**src/rtl/can_txbuf_pkg.sv**
```systemverilog
package can_txbuf_pkg;
  localparam int unsigned ADDR_W = 2;

  typedef enum logic [ADDR_W-1:0] {
    SEL_EMPTY = 2'd0,
    SEL_IE    = 2'd1,
    SEL_ABRQ  = 2'd2,
    SEL_ABAK  = 2'd3
  } reg_sel_e;

  typedef struct packed {
    logic flag_clr;
    logic abrq_set;
    logic ie_load;
  } wr_strobe_t;
endpackage

```
**src/rtl/can_txbuf_regif.sv**
```systemverilog
module can_txbuf_regif
  import can_txbuf_pkg::*;
#(
  parameter int unsigned NBUF = 3,
  parameter int unsigned DW   = 8
) (
  input  logic              reg_wr,
  input  logic [ADDR_W-1:0] reg_addr,
  input  logic              wr_ok,
  input  logic [NBUF-1:0]   empty,
  input  logic [NBUF-1:0]   ie,
  input  logic [NBUF-1:0]   abrq,
  input  logic [NBUF-1:0]   abak,
  output wr_strobe_t        strobe,
  output logic [DW-1:0]     rdata
);
  localparam int unsigned PAD = DW - NBUF;

  reg_sel_e         sel;
  logic [NBUF-1:0]  field;

  assign sel = reg_sel_e'(reg_addr);

  always_comb begin
    strobe.flag_clr = reg_wr && wr_ok && (sel == SEL_EMPTY);
    strobe.abrq_set = reg_wr && wr_ok && (sel == SEL_ABRQ);
    strobe.ie_load  = reg_wr && (sel == SEL_IE);
  end

  always_comb begin
    unique case (sel)
      SEL_EMPTY: field = empty;
      SEL_IE:    field = ie;
      SEL_ABRQ:  field = abrq;
      SEL_ABAK:  field = abak;
      default:   field = '0;
    endcase
  end

  assign rdata = {{PAD{1'b0}}, field};
endmodule

```
**src/rtl/can_txbuf_slot.sv**
```systemverilog
module can_txbuf_slot (
  input  logic clk,
  input  logic rst_n,
  input  logic hold_init,
  input  logic host_clr,
  input  logic host_abrq,
  input  logic send_done,
  input  logic abrt_done,
  output logic empty,
  output logic abrq,
  output logic abak
);
  logic empty_q, abrq_q, abak_q;
  logic empty_d, abrq_d, abak_d;
  logic abort_ok, hw_set, clr_eff, rq_eff, en;

  always_comb begin
    abort_ok = abrt_done && abrq_q && !empty_q;
    hw_set   = send_done || abort_ok;
    clr_eff  = host_clr && empty_q && !hw_set;
    rq_eff   = host_abrq && !empty_q && !hw_set;
    en       = hold_init || hw_set || clr_eff || rq_eff;
  end

  always_comb begin
    empty_d = empty_q;
    abrq_d  = abrq_q;
    abak_d  = abak_q;
    if (hold_init) begin
      empty_d = 1'b1;
      abrq_d  = 1'b0;
      abak_d  = 1'b0;
    end else if (hw_set) begin
      empty_d = 1'b1;
      abrq_d  = 1'b0;
      if (abort_ok) abak_d = 1'b1;
    end else begin
      if (clr_eff) begin
        empty_d = 1'b0;
        abak_d  = 1'b0;
      end
      if (rq_eff) abrq_d = 1'b1;
    end
  end

  always_ff @(posedge clk or negedge rst_n) begin
    if (!rst_n) begin
      empty_q <= 1'b1;
      abrq_q  <= 1'b0;
      abak_q  <= 1'b0;
    end else if (en) begin
      empty_q <= empty_d;
      abrq_q  <= abrq_d;
      abak_q  <= abak_d;
    end
  end

  assign empty = empty_q;
  assign abrq  = abrq_q;
  assign abak  = abak_q;
endmodule

```
**src/rtl/can_txbuf_irq.sv**
```systemverilog
module can_txbuf_irq #(
  parameter int unsigned NBUF = 3
) (
  input  logic            clk,
  input  logic            rst_n,
  input  logic            ie_load,
  input  logic [NBUF-1:0] ie_wdata,
  input  logic [NBUF-1:0] empty,
  output logic [NBUF-1:0] ie,
  output logic [NBUF-1:0] irq,
  output logic            irq_any
);
  logic [NBUF-1:0] ie_q, ie_d;
  logic [NBUF-1:0] irq_q, irq_d;
  logic            any_q, any_d;

  always_comb begin
    ie_d  = ie_load ? ie_wdata : ie_q;
    irq_d = empty & ie_q;
    any_d = |irq_d;
  end

  always_ff @(posedge clk or negedge rst_n) begin
    if (!rst_n) begin
      ie_q <= '0;
    end else if (ie_load) begin
      ie_q <= ie_d;
    end
  end

  always_ff @(posedge clk or negedge rst_n) begin
    if (!rst_n) begin
      irq_q <= '0;
      any_q <= 1'b0;
    end else begin
      irq_q <= irq_d;
      any_q <= any_d;
    end
  end

  assign ie      = ie_q;
  assign irq     = irq_q;
  assign irq_any = any_q;
endmodule

```
**src/rtl/can_txbuf_status.sv**
```systemverilog
module can_txbuf_status
  import can_txbuf_pkg::*;
#(
  parameter int unsigned NBUF = 3,
  parameter int unsigned DW   = 8
) (
  input  logic              clk,
  input  logic              rst_n,
  input  logic              init_req,
  input  logic              init_ack,
  input  logic              listen_mode,
  input  logic              reg_wr,
  input  logic [ADDR_W-1:0] reg_addr,
  input  logic [DW-1:0]     reg_wdata,
  output logic [DW-1:0]     reg_rdata,
  input  logic [NBUF-1:0]   tx_done,
  input  logic [NBUF-1:0]   abort_done,
  input  logic [NBUF-1:0]   sched,
  output logic [NBUF-1:0]   tx_req,
  output logic [NBUF-1:0]   buf_blocked,
  output logic [NBUF-1:0]   irq,
  output logic              irq_any
);
  logic            wr_ok, hold_init;
  wr_strobe_t      strobe;
  logic [NBUF-1:0] empty_w, abrq_w, abak_w, ie_w;
  logic [NBUF-1:0] wbits;
  logic            unused_hi;

  assign wr_ok     = !init_req && !init_ack;
  assign hold_init = init_req && init_ack;
  assign wbits     = reg_wdata[NBUF-1:0];
  assign unused_hi = ^reg_wdata[DW-1:NBUF];

  can_txbuf_regif #(.NBUF(NBUF), .DW(DW)) u_regif (
    .reg_wr   (reg_wr),
    .reg_addr (reg_addr),
    .wr_ok    (wr_ok),
    .empty    (empty_w),
    .ie       (ie_w),
    .abrq     (abrq_w),
    .abak     (abak_w),
    .strobe   (strobe),
    .rdata    (reg_rdata)
  );

  for (genvar g = 0; g < NBUF; g++) begin : g_slot
    can_txbuf_slot u_slot (
      .clk       (clk),
      .rst_n     (rst_n),
      .hold_init (hold_init),
      .host_clr  (strobe.flag_clr && wbits[g] && !listen_mode),
      .host_abrq (strobe.abrq_set && wbits[g]),
      .send_done (tx_done[g]),
      .abrt_done (abort_done[g]),
      .empty     (empty_w[g]),
      .abrq      (abrq_w[g]),
      .abak      (abak_w[g])
    );
  end

  can_txbuf_irq #(.NBUF(NBUF)) u_irq (
    .clk      (clk),
    .rst_n    (rst_n),
    .ie_load  (strobe.ie_load),
    .ie_wdata (wbits),
    .empty    (empty_w),
    .ie       (ie_w),
    .irq      (irq),
    .irq_any  (irq_any)
  );

  assign tx_req      = ~empty_w & {NBUF{!listen_mode}};
  assign buf_blocked = ~empty_w & sched;
endmodule

```
**config.mk**
```make
export PLATFORM = sky130hd
export DESIGN_NAME = can_txbuf_status
export DESIGN_NICKNAME = d
export VERILOG_FILES = /design/src/rtl/can_txbuf_pkg.sv /design/src/rtl/can_txbuf_regif.sv /design/src/rtl/can_txbuf_slot.sv /design/src/rtl/can_txbuf_irq.sv /design/src/rtl/can_txbuf_status.sv
export SDC_FILE = /design/constraint.sdc
export NUM_CORES = 1
export LEC_CHECK = 0
export CAP_MARGIN = 25
export CORE_MARGIN = 5
export CORE_UTILIZATION = 37
export CTS_CLUSTER_DIAMETER = 200
export DETAILED_ROUTE_END_ITERATION = 10
export PLACE_DENSITY_LB_ADDON = 0.1
export SYNTH_ARGS = -nofsm -noshare
export SYNTH_HDL_FRONTEND = slang
export SYNTH_SLANG_ARGS = --single-unit
```
**constraint.sdc**
```tcl
create_clock -name clk -period 3.25 [get_ports clk]
set_input_delay 0.8125 -clock clk [delete_from_list [all_inputs] [get_ports clk]]
set_output_delay 0.8125 -clock clk [all_outputs]
set_load 0.005 [all_outputs]
```
[Word-level counts from Yosys, hierarchy flattened]
Cells that the tools add are included.
Storage, ports and cells
  input port bits: 25
  register bits after elaboration: 16
  word-level logic and storage cells: 121
  output and inout bits: 18
Operators by class
  mux-type cells: 28
  equal/unequal tests: 6
  reductions and logical operators: 71
  bitwise logic cells: 4
Operators with widths (count)
  $logic_and A1 B1 Y1: 33
  $mux W1: 27
  $reduce_bool A3 Y1: 6
  $logic_or A1 B1 Y1: 12
  $pmux W3 S4: 1
  $reduce_and A2 Y1: 6
  $and A3 B3 Y3: 3
  $logic_not A1 Y1: 9
  $reduce_and A3 Y1: 3
  $ne A3 B2 Y1 const B: 2
  $eq A2 B2 Y1 const B: 2
  $ne A3 B1 Y1 const B: 1
  $not A3 Y3: 1
  $reduce_or A3 Y1: 1
  $eq A2 B1 Y1 const B: 1
  $logic_not A2 Y1: 1

[Longest topological paths before layout]
  depth after elaboration: 11
  mapped depth: 4
  mapped depth without buffers: 3

[By module]
From an unflattened synthesis, not the netlist that was laid out.
Second synthesis, totals
  cell total of the unflattened synthesis: 80
  area total of the unflattened synthesis: 928.4 µm²
Modules (own cells, without submodules)
  can_txbuf_slot: times used 3, seq. area each 76.3 µm², area each 148.9 µm², cells each 13
  can_txbuf_irq: times used 1, seq. area each 175.2 µm², area each 242.7 µm², cells each 15
  can_txbuf_regif: times used 1, seq. area each 0.0 µm², area each 153.9 µm², cells each 12
  can_txbuf_status: times used 1, seq. area each 0.0 µm², area each 85.1 µm², cells each 14

[Worst setup path before layout]
OpenSTA, ideal clock, no wires.
  kind: input port to output port
  start point: in reg_addr[1]
  end point: out reg_rdata[0]
  setup slack: 1.003 ns
  buffers on the path: 1
  data arrival time: 1.435 ns
  cell stages on the path: 2
  required time: 2.438 ns
  cells stage by stage: buf_4 -> mux4_2
On the way
  longest elaborated chain between the ends: 2
  elaborated cells between the ends (all ways): 5
  classes of those cells: eq/ne: 3; mux: 1; reduce/logical: 1
Ends and longest elaborated chain
  from (decl): line can_txbuf_status.sv:13  | input logic [ADDR_W-1:0] reg_addr,
  $eq A2 B2 Y1 (tied with other cells): line can_txbuf_regif.sv:31  | unique case (sel)
  $pmux W3 S4 (*): line can_txbuf_regif.sv:31
  to (decl): line can_txbuf_status.sv:15  | output logic [DW-1:0] reg_rdata,
Mark *: on every way between the ends. The rest lies on a longest branch, timed or not.

[Worst setup path after layout]
  start point: in reg_addr[0]
  end point: out reg_rdata[2]
The elaborated chain is that of the path after synthesis.

==> metrics.md <==
| Metric | Value |
|---|---|
| CTS root buf | clkbuf_4 |
| Gr usage total | 0.133 |
| Post-synth EDFFs | 0 |
| Final core utilization | 0.557 |
| Ant diodes | 0 |
| Dominant cell type by area after synthesis | dfrtp_1 |
| CP Data Required Time | 2440 ps |
| IO Port Bufs | 32 |
| Power Density | 364 mW/mm^2 |
| Asr flop ratio synth | 1.00 |
| Max Slew Vio Count | 0 |
| LEAKAGE | 0.538 nW |
| Clock Path Buffers | 2 |
| I/O pin total | 43 |
| Adder-cell share of the synthesized area | 0 |
| RSZ-0062 raised after global routing | false |
| Largest net degree at the start of global routing | 17 |
| Die Wd | 58.0 um |
| Die ar. | 0.00337 mm^2 |
| Xor/xnor share of the synthesized area | 0 |
| Post-synth top cells | 13 x dfrtp_1, 6 x buf_4, 6 x nor2_1, 4 x and2_1, 4 x inv_1 |
| First-pass GRT wire length | 3340 um |
| TritonCTS buffer count | 3 |
| Grt ovf | 0 |
| Simple-Gate Fraction of Synth Area | 0.236 |
| Fmax | 0.318 GHz |
| HP Class | flop to flop |
| Antenna violations before repair | 0 |
| Max_slew headroom | 0.508 |
| Clk slew on worst S/H paths | 100 ps |
| Clock sinks | 16 |
| Final period util | 0.968 |
| Maximum vdd ir drop | 0.218 mV |
| Synth warn | 0 |
| Post-Syn Instances | 76 |
| First drt pass iteration count | 4 |
| Main combinational cell family by area after synthesis | simple AND/OR/NAND/NOR gates |
| Clock period minus worst slack | 3150 ps |
| Hold buffers post-CTS | 0 |
| CP Launch Type | input pin |
| Post-DR wirelength/cell | 14.7 um |
| Via Count | 728 |
| Max cap viols | 0 |
| Crit. End Element | output pin |
| Setup CP Type | input pin to output pin |
| Count leader, synth | dfrtp_1 |
| Library cells used by synthesis | 27 |
| Status | finished, final reports clean |
| Post-synthesis sequential area ratio | 0.474 |
| Num rows | 17 |
| P&R area growth vs syn | 44.4% |
| Number of global-route vias before repair | 732 |
| Synth Cell Area | 853 um^2 |
| CTS tree | built |
| Finish-stage setup viols | 0 |
| Drt drc | 0 |
| DR iter-0 viols | 15 |
| DPL Wire Length | 1600 um |
| Worst Clk Skew | 5.26 ps |
| Nets | 138 |
| Initial Utilization | 0.386 |
| Crit Path Max Fanout | 2 |
| Routability congestion estimate | 0.799 |
| Drt via density | 5.20 |
| Fin. Hold Viols | 0 |
| Placed insts | 136 |
| CTS HTree Levels | 1 |
| Final Non-Filler Cells | 140 |
| Post-Route WL | 2060 um |
| Ranking of synthesized cells by area | dfrtp_1 38%, dfstp_2 9.2%, buf_4 5.3%, mux4_2 5.3%, mux2_2 4.0% |
| Syn Area/Cell | 11.2 um^2 |
| Share of cells above drive strength 1 | 0.161 |
| Antenna viol nets, final | 0 |
| Core area | 0.00221 mm^2 |
| Clock latency on the worst-skew pair | 280 ps |
| Compound-Gate Fraction of Synth Area | 0.0924 |
| Seq cells post-synth | 16 |
| Yosys top cell area share | 0.381 |
| Die H | 58.0 um |
| R2r setup slk | 1860 ps |
| Least-Margin Pin Slew | 735 ps |
| Mux contribution to synthesized area | 0.123 |
| Top FF cell, synth | dfrtp_1 |
| Arr. time, crit path | 2340 ps |
metal layers:
layer,part of all wire,GRT usage,vias to the layer above
li1,-,-,340
met1,0.43,0.178,347
met2,0.46,0.198,37
met3,0.095,0.0423,4
met4,0.015,0.0497,0
met5,0,0,-
logic make-up (layout without fill, tap and decap cells):
kind of cell,Yosys count,after routing
AOI/OAI and AO/OA,12,12
buffers and inverters,10,42
DFF,16,16
muxes,6,6
other,1,5
and+or+nand+nor,31,31
state kept, by name, summed over array words and instances, names as in the netlist:
register             flops
u_irq.irq                3
u_irq.ie                 3
u_irq.irq_any            1
g_slot.u_slot.abrq       3
g_slot.u_slot.empty      3
g_slot.u_slot.abak       3
cells in the final DEF, fill, tap and decap left out:
cell / Yosys / final
inv_1: 4 / 4
dfrtp_1: 13 / 13
a41oi_1: 3 / 3
clkbuf_8: 0 / 1
nor3b_1: 1 / 1
a21oi_1: 3 / 3
mux4_1: 1 / 1
and2_2: 1 / 1
buf_4: 6 / 2
mux2_2: 3 / 3
clkdlybuf4s50_1: 0 / 31
nor2_1: 6 / 6
nand2_1: 1 / 1
nand3_1: 3 / 3
clkbuf_4: 0 / 3
dfstp_2: 3 / 3
or3_1: 3 / 3
and4b_1: 2 / 2
nand3b_1: 1 / 1
nor2b_1: 2 / 2
o21ai_0: 3 / 3
and4b_2: 1 / 1
nor3_1: 1 / 1
dlymetal6s2s_1: 0 / 1
and3b_1: 3 / 3
and2_1: 4 / 4
a21o_1: 3 / 3
and2b_2: 1 / 1
conb_1: 1 / 5
mux4_2: 2 / 2
nor3_2: 1 / 1
critical path: stages:
cell and delay [ps]:
clkdlybuf4s50_1 510, mux4_1 550, clkdlybuf4s50_1 460
final timing paths:
check / startpoint / to / cells after the start
worst max-delay path: reg_addr[0] / reg_rdata[2] / 3
worst min-delay path: u_irq.ie[2] / u_irq.ie[2] / 1
worst max register to register: g_slot[2].u_slot.empty / g_slot[2].u_slot.empty / 3
worst min register to register: u_irq.ie[2] / u_irq.ie[2] / 1
max in group asynchronous: rst_n / g_slot[0].u_slot.abak / 1
min in group asynchronous: rst_n / u_irq.irq[2] / 1
where the power goes:
| part | switching [mW] | leakage [nW] | internal (mW) | total [mW] |
|---|---|---|---|---|
| Combinational | 0.0341 | 0.320 | 0.0626 | 0.0967 |
| Sequential | 0.00649 | 0.196 | 0.216 | 0.222 |
| Clock | 0.0619 | 0.0210 | 0.0681 | 0.130 |
| Total | 0.102 | 0.538 | 0.346 | 0.449 |
repair_timing:
action,CTS,global route
setup buffers,0,0
setup endpoints to repair,0,1
resized for setup,0,1
layout make-up:
type / instances / area, um^2
inverters: 4 / 15.0
well taps: 28 / 35.0
flip-flops and latches: 16 / 404
fillers: 206 / 980
multi-input cells: 54 / 404
repair buffers: 34 / 338
clock buffers: 4 / 36.3
stage by stage:
step	total power [mW]	area [um^2]	worst slack [ps]	TNS (ps)	hold slack, ps
after global routing	0.474	1230	78.1	0	562
after CTS	0.458	1230	4.91	0	530
final	0.449	1230	102	0	533
after detailed placement	0.324	1190	36.3	0	506
after floorplan	0.263	868	1000	0	469
after global placement	0.323	1190	-0.379	-0.379	502
No activity file was read; power rests on OpenSTA's default activity.
